<file path="src/rtl/oled_seq_pkg.sv">
package oled_seq_pkg;

   typedef enum logic [1:0] {
      KIND_DRAW  = 2'd0,
      KIND_ON    = 2'd1,
      KIND_OFF   = 2'd2,
      KIND_LEVEL = 2'd3
   } req_kind_t;

   typedef enum logic [3:0] {
      ST_IDLE,
      ST_OPEN,
      ST_ROW_OP,
      ST_ROW_LO,
      ST_ROW_HI,
      ST_COL_OP,
      ST_COL_LO,
      ST_COL_HI,
      ST_DATA,
      ST_SOLO_OP,
      ST_SOLO_ARG,
      ST_CLOSE
   } seq_state_t;

   localparam logic [7:0] OP_ROW_WIN   = 8'h75;
   localparam logic [7:0] OP_COL_WIN   = 8'h15;
   localparam logic [7:0] OP_PANEL_ON  = 8'hAF;
   localparam logic [7:0] OP_PANEL_OFF = 8'hAE;
   localparam logic [7:0] OP_LEVEL     = 8'h81;

   typedef struct packed {
      logic       dc;
      logic [7:0] val;
   } out_beat_t;

endpackage

</file>
<file path="src/rtl/oled_seq_window.sv">
module oled_seq_window #(
   parameter int TX_W  = 5,
   parameter int TY_W  = 4,
   parameter int OFS_W = 6
) (
   input  logic             clk,
   input  logic             rst_n,
   input  logic             load,
   input  logic             step,
   input  logic [TX_W-1:0]  tile_x,
   input  logic [TY_W-1:0]  tile_y,
   input  logic [OFS_W-1:0] offset,
   output logic [7:0]       row_lo,
   output logic [7:0]       row_hi,
   output logic [7:0]       col_lo,
   output logic [7:0]       col_hi
);
   localparam int COL_STEP = 4;
   localparam int ROW_SPAN = 8;

   logic [7:0] half_ofs;
   logic [7:0] col_first;
   logic [7:0] row_first;
   logic [7:0] row_q;
   logic [7:0] col_q;

   generate
      if (OFS_W > 1) begin : g_half
         assign half_ofs = 8'(offset >> 1);
      end else begin : g_nohalf
         assign half_ofs = 8'd0;
      end
   endgenerate

   assign col_first = 8'(tile_x) * 8'(COL_STEP) + half_ofs;
   assign row_first = 8'(tile_y) * 8'(ROW_SPAN);

   always_ff @(posedge clk or negedge rst_n) begin
      if (!rst_n) begin
         row_q <= '0;
         col_q <= '0;
      end else if (load) begin
         row_q <= row_first;
         col_q <= col_first;
      end else if (step) begin
         col_q <= col_q + 8'(COL_STEP);
      end
   end

   assign row_lo = row_q;
   assign row_hi = row_q + 8'(ROW_SPAN - 1);
   assign col_lo = col_q;
   assign col_hi = col_q + 8'(COL_STEP - 1);

   AST_COL_STEP: assert property (@(posedge clk) disable iff (!rst_n)
      (step && !load) |=> col_lo == $past(col_lo) + 8'd4);

endmodule

</file>
<file path="src/rtl/oled_seq_counts.sv">
module oled_seq_counts #(
   parameter int CNT_W = 5,
   parameter int REP_W = 4
) (
   input  logic             clk,
   input  logic             rst_n,
   input  logic             load,
   input  logic             tile_done,
   input  logic [CNT_W-1:0] cnt,
   input  logic [REP_W-1:0] rep,
   output logic [CNT_W-1:0] tile_pos,
   output logic             last_tile,
   output logic             last_pass
);
   logic [CNT_W-1:0] cnt_m1_q;
   logic [REP_W-1:0] rep_m1_q;
   logic [CNT_W-1:0] pos_q;
   logic [REP_W-1:0] pass_q;

   always_ff @(posedge clk or negedge rst_n) begin
      if (!rst_n) begin
         cnt_m1_q <= '0;
         rep_m1_q <= '0;
         pos_q    <= '0;
         pass_q   <= '0;
      end else if (load) begin
         cnt_m1_q <= (cnt == '0) ? '0 : cnt - 1'b1;
         rep_m1_q <= (rep == '0) ? '0 : rep - 1'b1;
         pos_q    <= '0;
         pass_q   <= '0;
      end else if (tile_done) begin
         if (pos_q == cnt_m1_q) begin
            pos_q  <= '0;
            pass_q <= pass_q + 1'b1;
         end else begin
            pos_q <= pos_q + 1'b1;
         end
      end
   end

   assign tile_pos  = pos_q;
   assign last_tile = (pos_q == cnt_m1_q);
   assign last_pass = (pass_q == rep_m1_q);

   AST_TILE_BOUND: assert property (@(posedge clk) disable iff (!rst_n)
      !load |-> pos_q <= cnt_m1_q);
   AST_POS_WRAP: assert property (@(posedge clk) disable iff (!rst_n)
      (tile_done && last_tile && !load) |=> tile_pos == '0);

endmodule

</file>
<file path="src/rtl/oled_seq_ctrl.sv">
module oled_seq_ctrl
   import oled_seq_pkg::*;
#(
   parameter int BEATS = 32
) (
   input  logic       clk,
   input  logic       rst_n,
   input  logic       req_valid,
   input  logic [1:0] req_kind,
   input  logic [7:0] req_level,
   input  logic       last_tile,
   input  logic       last_pass,
   input  logic       data_valid,
   input  logic [7:0] data_byte,
   input  logic [7:0] row_lo,
   input  logic [7:0] row_hi,
   input  logic [7:0] col_lo,
   input  logic [7:0] col_hi,
   output logic       load,
   output logic       tile_done,
   output logic       busy,
   output logic       cs_n,
   output logic       data_ready,
   output logic       out_valid,
   output logic       out_dc,
   output logic [7:0] out_byte
);
   localparam int BEAT_W = (BEATS > 1) ? $clog2(BEATS) : 1;
   localparam logic [BEAT_W-1:0] LAST_BEAT = BEAT_W'(BEATS - 1);

   seq_state_t        state_q, state_d;
   req_kind_t         kind_q;
   logic [7:0]        level_q;
   logic [BEAT_W-1:0] beat_q;
   out_beat_t         beat;
   logic              accept;
   logic              fire;

   assign accept = (state_q == ST_IDLE) && req_valid;
   assign fire   = (state_q == ST_DATA) && data_valid;
   assign tile_done = fire && (beat_q == LAST_BEAT);
   assign load   = accept && (req_kind_t'(req_kind) == KIND_DRAW);

   always_comb begin
      state_d = state_q;
      unique case (state_q)
         ST_IDLE:     if (accept) state_d = ST_OPEN;
         ST_OPEN:     state_d = (kind_q == KIND_DRAW) ? ST_ROW_OP : ST_SOLO_OP;
         ST_ROW_OP:   state_d = ST_ROW_LO;
         ST_ROW_LO:   state_d = ST_ROW_HI;
         ST_ROW_HI:   state_d = ST_COL_OP;
         ST_COL_OP:   state_d = ST_COL_LO;
         ST_COL_LO:   state_d = ST_COL_HI;
         ST_COL_HI:   state_d = ST_DATA;
         ST_DATA:     if (tile_done)
                         state_d = (last_tile && last_pass) ? ST_CLOSE : ST_COL_OP;
         ST_SOLO_OP:  state_d = (kind_q == KIND_LEVEL) ? ST_SOLO_ARG : ST_CLOSE;
         ST_SOLO_ARG: state_d = ST_CLOSE;
         ST_CLOSE:    state_d = ST_IDLE;
         default:     state_d = ST_IDLE;
      endcase
   end

   always_ff @(posedge clk or negedge rst_n) begin
      if (!rst_n) begin
         state_q <= ST_IDLE;
         kind_q  <= KIND_DRAW;
         level_q <= '0;
         beat_q  <= '0;
      end else begin
         state_q <= state_d;
         if (accept) begin
            kind_q  <= req_kind_t'(req_kind);
            level_q <= req_level;
         end
         if (fire) beat_q <= (beat_q == LAST_BEAT) ? '0 : beat_q + 1'b1;
      end
   end

   always_comb begin
      beat      = '{dc: 1'b0, val: 8'h00};
      out_valid = 1'b1;
      unique case (state_q)
         ST_ROW_OP:   beat.val = OP_ROW_WIN;
         ST_ROW_LO:   beat.val = row_lo;
         ST_ROW_HI:   beat.val = row_hi;
         ST_COL_OP:   beat.val = OP_COL_WIN;
         ST_COL_LO:   beat.val = col_lo;
         ST_COL_HI:   beat.val = col_hi;
         ST_DATA: begin
            beat      = '{dc: 1'b1, val: data_byte};
            out_valid = data_valid;
         end
         ST_SOLO_OP: begin
            unique case (kind_q)
               KIND_ON:  beat.val = OP_PANEL_ON;
               KIND_OFF: beat.val = OP_PANEL_OFF;
               default:  beat.val = OP_LEVEL;
            endcase
         end
         ST_SOLO_ARG: beat.val = level_q;
         default:     out_valid = 1'b0;
      endcase
   end

   assign out_dc     = beat.dc;
   assign out_byte   = beat.val;
   assign data_ready = (state_q == ST_DATA);
   assign busy       = (state_q != ST_IDLE);
   assign cs_n       = (state_q == ST_IDLE);

   AST_BYTE_IN_FRAME: assert property (@(posedge clk) disable iff (!rst_n)
      out_valid |-> !cs_n);
   AST_OPEN_SILENT: assert property (@(posedge clk) disable iff (!rst_n)
      $fell(cs_n) |-> !out_valid);
   AST_BUSY_COVERS_FRAME: assert property (@(posedge clk) disable iff (!rst_n)
      !cs_n |-> busy);
   AST_DATA_NEEDS_VALID: assert property (@(posedge clk) disable iff (!rst_n)
      (out_valid && out_dc) |-> (data_valid && data_ready));

endmodule

</file>
<file path="src/rtl/oled_tile_seq.sv">
module oled_tile_seq #(
   parameter int TX_W  = 5,
   parameter int TY_W  = 4,
   parameter int CNT_W = 5,
   parameter int REP_W = 4,
   parameter int OFS_W = 6,
   parameter int BEATS = 32
) (
   input  logic             clk,
   input  logic             rst_n,
   input  logic             req_valid,
   input  logic [1:0]       req_kind,
   input  logic [TX_W-1:0]  req_tile_x,
   input  logic [TY_W-1:0]  req_tile_y,
   input  logic [CNT_W-1:0] req_tile_cnt,
   input  logic [REP_W-1:0] req_repeat,
   input  logic [OFS_W-1:0] req_offset,
   input  logic [7:0]       req_level,
   output logic             busy,
   output logic [CNT_W-1:0] tile_pos,
   output logic             data_ready,
   input  logic             data_valid,
   input  logic [7:0]       data_byte,
   output logic             cs_n,
   output logic             out_valid,
   output logic             out_dc,
   output logic [7:0]       out_byte
);
   generate
      if (TX_W < 1 || TX_W > 6) begin : g_bad_tx
         $error("TX_W must be 1..6 so tile_x*4 fits a column byte");
      end
      if (TY_W < 1 || TY_W > 5) begin : g_bad_ty
         $error("TY_W must be 1..5 so tile_y*8 fits a row byte");
      end
      if (OFS_W < 1 || OFS_W > 9) begin : g_bad_ofs
         $error("OFS_W must be 1..9");
      end
      if (CNT_W < 1 || REP_W < 1) begin : g_bad_cnt
         $error("count widths must be positive");
      end
      if (BEATS < 2) begin : g_bad_beats
         $error("BEATS must be at least 2");
      end
   endgenerate

   logic       load;
   logic       tile_done;
   logic       last_tile;
   logic       last_pass;
   logic [7:0] row_lo, row_hi, col_lo, col_hi;

   oled_seq_window #(.TX_W(TX_W), .TY_W(TY_W), .OFS_W(OFS_W)) win_i (
      .clk    (clk),
      .rst_n  (rst_n),
      .load   (load),
      .step   (tile_done),
      .tile_x (req_tile_x),
      .tile_y (req_tile_y),
      .offset (req_offset),
      .row_lo (row_lo),
      .row_hi (row_hi),
      .col_lo (col_lo),
      .col_hi (col_hi)
   );

   oled_seq_counts #(.CNT_W(CNT_W), .REP_W(REP_W)) cnt_i (
      .clk       (clk),
      .rst_n     (rst_n),
      .load      (load),
      .tile_done (tile_done),
      .cnt       (req_tile_cnt),
      .rep       (req_repeat),
      .tile_pos  (tile_pos),
      .last_tile (last_tile),
      .last_pass (last_pass)
   );

   oled_seq_ctrl #(.BEATS(BEATS)) ctl_i (
      .clk        (clk),
      .rst_n      (rst_n),
      .req_valid  (req_valid),
      .req_kind   (req_kind),
      .req_level  (req_level),
      .last_tile  (last_tile),
      .last_pass  (last_pass),
      .data_valid (data_valid),
      .data_byte  (data_byte),
      .row_lo     (row_lo),
      .row_hi     (row_hi),
      .col_lo     (col_lo),
      .col_hi     (col_hi),
      .load       (load),
      .tile_done  (tile_done),
      .busy       (busy),
      .cs_n       (cs_n),
      .data_ready (data_ready),
      .out_valid  (out_valid),
      .out_dc     (out_dc),
      .out_byte   (out_byte)
   );

endmodule

</file>
<file path="config.mk">
export PLATFORM = sky130hd
export DESIGN_NAME = oled_tile_seq
export DESIGN_NICKNAME = d
export VERILOG_FILES = /design/src/rtl/oled_seq_pkg.sv /design/src/rtl/oled_seq_window.sv /design/src/rtl/oled_seq_counts.sv /design/src/rtl/oled_seq_ctrl.sv /design/src/rtl/oled_tile_seq.sv
export SDC_FILE = /design/constraint.sdc
export NUM_CORES = 1
export LEC_CHECK = 0
export BUFFER_PORTS_ARGS = -buffer_cell sky130_fd_sc_hd__buf_2
export CORE_UTILIZATION = 52
export CTS_BUF_LIST = sky130_fd_sc_hd__clkbuf_4
export DETAILED_ROUTE_END_ITERATION = 7
export GPL_TIMING_DRIVEN = 0
export PLACE_DENSITY = 0.85
export REMOVE_ABC_BUFFERS = 1
export SYNTH_ARGS = -nofsm -noshare
export SYNTH_HDL_FRONTEND = slang
export SYNTH_SLANG_ARGS = --single-unit
</file>
<file path="constraint.sdc">
create_clock -name clk -period 1.9 [get_ports clk]
set_input_delay 0.19 -clock clk [delete_from_list [all_inputs] [get_ports clk]]
set_output_delay 0.19 -clock clk [all_outputs]
set_load 0.02 [all_outputs]
</file>
==> results of run 1 <==
-- cells by family after synthesis --
logic type / after synthesis
buffers and inverters: 37
xor gates and xnor gates: 22
and+or+nand+nor: 134
DFF: 49
adders and majority gates: 14
AOI/OAI and AO/OA: 92
muxes: 18
-- final timing paths --
check	start	endpoint	slack, ns	cells past startpoint
min reg2reg	ctl_i.beat_q[2]$_DFFE_PN0P_	ctl_i.beat_q[2]$_DFFE_PN0P_	0.53	1
max in group asynchronous	rst_n	ctl_i.state_q[1]$_DFFE_PN0P_	1.07	1
min in group asynchronous	rst_n	cnt_i.tile_pos[3]$_DFFE_PN0P_	0.01	1
max reg2reg	ctl_i.state_q[3]$_DFFE_PN0P_	cnt_i.pass_q[0]$_DFFE_PN0P_	-0.35	9
min	req_tile_y[0]	win_i.row_lo[3]$_DFFE_PN0P_	0.004	3
max	ctl_i.state_q[3]$_DFFE_PN0P_	out_byte[6]	-0.40	5
-- power groups by stage --
| stage | Sequential (W) | Combinational, W | Clock (W) |
|---|---|---|---|
| final | 0.00190 | 0.00469 | 0.000536 |
| after global routing | 0.00193 | 0.00489 | 0.000575 |
| after CTS | 0.00181 | 0.00329 | 0.000525 |
| after detailed placement | 0.00203 | 0.00238 | 0 |
| after global placement | 0.00200 | 0.00230 | 0 |
| after floorplan | 0.00186 | 0.00181 | 0 |
-- cells in the final DEF (no fill, tap or decap), drive strengths merged, types with 2 or more instances in the layout --
cell / instances
a211o: 2
a21o: 3
a21oi: 14
a221o: 2
a22o: 2
a22oi: 4
a31oi: 2
a32oi: 2
a41oi: 2
and2: 2
and3: 6
buf: 114
clkbuf: 7
clkinv: 2
clkinvlp: 2
dfrtp: 49
dlygate4sd3: 3
ha: 13
inv: 13
mux2: 14
mux2i: 4
nand2: 54
nand2b: 7
nand3: 22
nand4: 3
nor2: 17
nor2b: 7
nor3: 6
nor4: 6
o211ai: 6
o21ai: 25
o221ai: 2
o22ai: 7
o2bb2ai: 2
o311ai: 4
o31ai: 6
or3: 2
or4b: 2
xnor2: 11
xor2: 11
-- state kept, by name, summed over array words and instances, names as in the netlist --
signal,flops
cnt_i.cnt_m1_q,5
ctl_i.level_q,8
ctl_i.kind_q,2
cnt_i.rep_m1_q,4
cnt_i.tile_pos,5
win_i.col_lo,8
cnt_i.pass_q,4
ctl_i.state_q,4
win_i.row_lo,4
ctl_i.beat_q,5
-- layer usage --
layer / up-vias / share of wire / global-route usage / routed length (um)
met1: 1747 / 0.35 / 0.3780 / 4281
met2: 298 / 0.49 / 0.4792 / 6032
met4: 0 / 0.070 / 0.1286 / 864
met5: - / 0 / 0 / 0
met3: 98 / 0.090 / 0.03820 / 1107
li1: 1559 / - / - / -
-- metrics by stage --
stage                 util  total power [W]  area (um2)  std cells  setup TNS (ns)
floorplan                -         0.003664        3177        344          -8.965
global placement    0.5977         0.004297        3581        481          -22.50
detailed placement  0.5977         0.004407        3581        481          -24.75
CTS                 0.6782         0.005626        4063        519          -2.682
global route        0.8005         0.007400        4796        551          -14.69
finish              0.8005         0.007131        4796        551          -11.10
-- worst max-delay path, cell delays in order, from the launching register on --
cell      delay [ns]
dfrtp_4         0.56
nand2b_1        0.21
nor2_1          0.10
a22o_1          0.27
a221o_1         0.41
buf_2           0.18
-- cell type report --
| type | count | area (um2) |
|---|---|---|
| clock buffers | 6 | 45.04 |
| clock inverters | 2 | 15.01 |
| fillers | 348 | 1195 |
| inverters | 15 | 73.82 |
| multi-input cells | 286 | 2385 |
| flip-flops and latches | 49 | 1240 |
| well taps | 75 | 93.84 |
| repair buffers | 118 | 943.4 |
-- repair_timing --
item | CTS | global route
buffers inserted | 26 | 29
endpoints found under the hold margin | 2 | 1
hold buffers | 2 | 1
cloned | 2 | 5
pin swaps | 6 | 43
resized for setup | 63 | 105
endpoints found under the setup margin | 62 | 55
==> impl_metrics.yaml, run 1 <==
timing:
  tightest_slew_ns: 1.139
  report.final.slew_viol_count: 0
  setup_violations: 57
  fmax_mhz: 435.4
  max-slew-margin-rel: 0.2375
  rsz0062_at_grt: "true"
  period_minus_slack_ns: 2.297
  finalHoldViolations: 0
  whs_ns: 0.003657
  finClkSkew_ns: 0.009915
  finalCritPeriodShare: 1.209
  setup_ws_ns: -0.3965
global_route:
  grt_pass1_vias: 3095
  grt_pass1_wl_um: 14570
  grt_overflow: 0
  grt_max_degree: 50
  grt.total_usage: 0.2903
  antenna_found_initial: 0
routing:
  via_per_inst: 6.719
  firstDrtPassIters: 6
  antenna_left: 0
  first_iter_violations: 403
  via_count: 3702
  post_drt_wl_per_cell_um: 22.30
  drt-total-wl_um: 12290
  drc: 0
final_layout:
  fin_nets: 535
  antenna_cells: 0
  area_growth_syn_to_layout_pct: 46.30
  drive_above_1_share: 0.4769
run_status:
  violations: "setup timing"
  status: "finished, violations left"
floorplanning:
  die_w_um: 81.40
  die_height_um: 81.40
  initial_core_util: 0.5472
  core_mm2: 0.005991
  fp-row-count: 28
  fp.dieArea_mm2: 0.006626
  io_pins: 64
synthesis:
  synth-xor-area-share: 0.05878
  ys_seq_elements: 49
  synth_top_cell_area_share: 0.3740
  synth_async_sr_flop_share: 1.000
  synth-adder-area-share: 0.05573
  postSynthAreaPerCell_um2: 8.957
  ys_seq_area_frac: 0.3740
  synth_mux_area_frac: 0.06031
  synth-main-ff-cell: "dfrtp_1"
  yosysWarningCount: 0
  syn-cell-area_mm2: 0.003278
  ys_types: 62
  synthCells: 366
  synth.most_common_cell: "nand2_1"
  synth_top_family_by_area: "simple AND/OR/NAND/NOR gates"
  yosysTopAreaCell: "dfrtp_1"
  synth.area.top_cells: "dfrtp_1 (37%), nand2_1 (6.0%), ha_1 (5.0%)"
  netlist_top_cells_count: "nand2_1 (52), dfrtp_1 (49), o21ai_0 (22)"
  yosys.area_share.simple: 0.2118
  synth_compound_area_frac: 0.1874
  synth-edff-count: 0
power:
  power.internal_w: 0.003820
  ir_drop_v: 0.0008919
  pwr-share-clk: 0.075
  netSwitchingPower_w: 0.003311
  p_sw_frac: 0.4644
  leakagePower_nw: 2.111
  power.share.combinational: 0.658
  p_per_area_mw_per_mm2: 1487
  power_frac_seq: 0.267
place:
  gp_congestion: 0.9227
  dpl.hpwl_um: 5542
  pre_cts_slack_ns: -0.7318
  place.port_buffers: 62
setup_path:
  endpoint_kind: "output port"
  crit_type: "reg -> out"
  cp_max_fo: 5
  cp.required_ns: 1.71
  arrival_ns: 2.11
  start_kind: "flop"
clocking:
  clockRootBuffer: "clkbuf_4"
  clk_latency_ns: 0.38
  cts_sinks: 49
  htree_levels: 2
  path_clk_slew_ns: 0.15
  cts_tree: "done"
  cts_buffer_depth: 2
  cts-buffers-inserted: 5
job:
  max-cap-violations: 0
min_path:
  holdCritPathClass: "in -> reg"
Note: power is estimated with default switching activity, not from simulation.
==> inputs of run 2 (changes only) <==
- CORE_MARGIN: not set -> 3
==> run 2 against run 1 <==
Against the previous run: worst setup slack gained 0.028 ns; critical endpoint is now out_byte[2]; clock skew rose by 0.019 ns; non-clock buffer count increased by 1; via count up 1.0%; worst hold slack worse by 0.038 ns; wire length grew 5.0%; final cell count rose by 0.36%; fmax rose by 1.2%; the run ends with hold timing, setup timing left; sequential share of layout area fell by 0.25 points; sequential power barely moved.
==> impl_metrics.yaml, run 2 (synthesis results as in run 1) <==
run_status:
  status: "finished, violations left"
  violations: "hold timing, setup timing"
timing:
  whs_ns: -0.03385
  fin_setup_tns_ns: -7.826
  setup_ws_ns: -0.3686
  rsz0062_at_grt: "true"
  finClkSkew_ns: 0.02922
  finalCritPeriodShare: 1.194
  setup_violations: 54
  max-slew-margin-rel: 0.1768
  fmax_mhz: 440.8
  report.final.slew_viol_count: 0
  tightest_slew_ns: 1.230
  period_minus_slack_ns: 2.269
  finalHoldViolations: 25
power:
  leakagePower_nw: 2.143
  p_per_area_mw_per_mm2: 1545
  power.total_w: 0.007483
  ir_drop_v: 0.001138
clocking:
  cts_buffer_depth: 2
  cts_tree: "done"
  path_clk_slew_ns: 0.18
  htree_levels: 2
  clockRootBuffer: "clkbuf_4"
  cts_sinks: 49
  cts-buffers-inserted: 5
  clk_latency_ns: 0.40
setup_path:
  r2r_start: "ctl_i.state_q[1]$_DFFE_PN0P_"
  critPathSlowestCell: "dfrtp_1"
  crit_type: "reg -> out"
  cpPeakStageDelay_ns: 0.40
  r2r_setup_slack_ns: -0.35
  cpLargestDelayFamily: "compound AO/OA/AOI/OAI gates"
  cp_max_fo: 5
  path_buf_inv: 2
  reg2reg_depth: 6
  start_kind: "flop"
  endpoint_kind: "output port"
  arrival_ns: 2.08
  startpoint: "win_i.col_lo[0]$_DFFE_PN0P_"
  crit_cells: 6
  cp_cell_sequence: "inv_1, ha_4, o311a_1, o32a_1, o21ai_1, buf_4"
  cp.required_ns: 1.71
  r2r_end: "win_i.col_lo[6]$_DFFE_PN0P_"
routing:
  firstDrtPassIters: 5
  antenna_left: 0
  drc: 0
  wl_met1_um: 4748
  dr_wl_met3_um: 1198
  via_per_inst: 6.763
  drt-total-wl_um: 12900
  dr_wl_met2_um: 6322
  via_count: 3740
  routed.top_layer: "met4"
  post_drt_wl_per_cell_um: 23.33
  first_iter_violations: 485
global_route:
  grt_overflow: 0
  grt.total_usage: 0.2767
  antenna_found_initial: 0
  grt_pass1_wl_um: 16220
  grt_max_degree: 50
  grt_pass1_vias: 3262
job:
  max-cap-violations: 0
place:
  place.port_buffers: 62
  gp_congestion: 0.9490
  dpl.hpwl_um: 5592
  placed_area_mm2: 0.003581
  pre_cts_slack_ns: -0.7638
final_layout:
  antenna_cells: 0
  fin_nets: 537
  final_cell_mix: "buf_2 (49), dfrtp_1 (44), nand2_1 (36), buf_4 (32), buf_6 (31)"
  nFillCells: 344
  drive_above_1_share: 0.4854
  area_growth_syn_to_layout_pct: 47.75
  layout_commonest_cell: "buf_2"
  final_area_mm2: 0.004843
floorplanning:
  fp-row-count: 28
  fp.dieArea_mm2: 0.007293
  die_height_um: 85.40
  core_mm2: 0.006026
  die_w_um: 85.40
  initial_core_util: 0.5440
  io_pins: 64
min_path:
  holdCritPathClass: "in -> async"
==> run 2: worst max-delay path by stage <==
stage / end
final: out_byte[2]
after global routing: out_byte[2]
after CTS: out_byte[4]
after detailed placement: cnt_i.cnt_m1_q[3]$_DFFE_PN0P_
after global placement: cnt_i.cnt_m1_q[1]$_DFFE_PN0P_
after floorplan: cnt_i.pass_q[0]$_DFFE_PN0P_
==> run 2: repair_timing <==
action	CTS	global route
endpoints found under the hold margin	3	0
pin swaps	15	46
gates cloned	1	6
gates resized for setup	80	103
setup endpoints to repair	62	60
setup buffers	39	16
hold buffers	3	0
==> run 2: layer usage <==
layer	vias up	GRT usage
li1	1565	-
met1	1800	0.3506
met2	300	0.4569
met3	75	0.05825
met4	0	0.1180
met5	-	0
==> run 2: final cells by class <==
cell class	instances	area [um2]	area share
clock buffer	5	37.54	0.007750
clock inverter	3	46.29	0.009558
inverter	15	73.82	0.01524
multi-input combinational	287	2427	0.5012
sequential	49	1240	0.2560
tap	75	93.84	0.01937
timing repair buffer	119	924.6	0.1909
==> run 2: report_power, final <==
part | leakage [nW] | total, W | switching (W) | internal [W]
Combinational | 1.50 | 0.00489 | 0.00262 | 0.00227
Sequential | 0.605 | 0.00192 | 0.000465 | 0.00146
Clock | 0.0414 | 0.000670 | 0.000391 | 0.000279
==> run 2: per-stage QoR <==
step / cells / utilization
2_1_floorplan: 344 / -
3_3_place_gp: 481 / 0.5943
3_5_place_dp: 481 / 0.5943
4_1_cts: 532 / 0.7049
5_1_grt: 553 / 0.8038
6_report: 553 / 0.8038
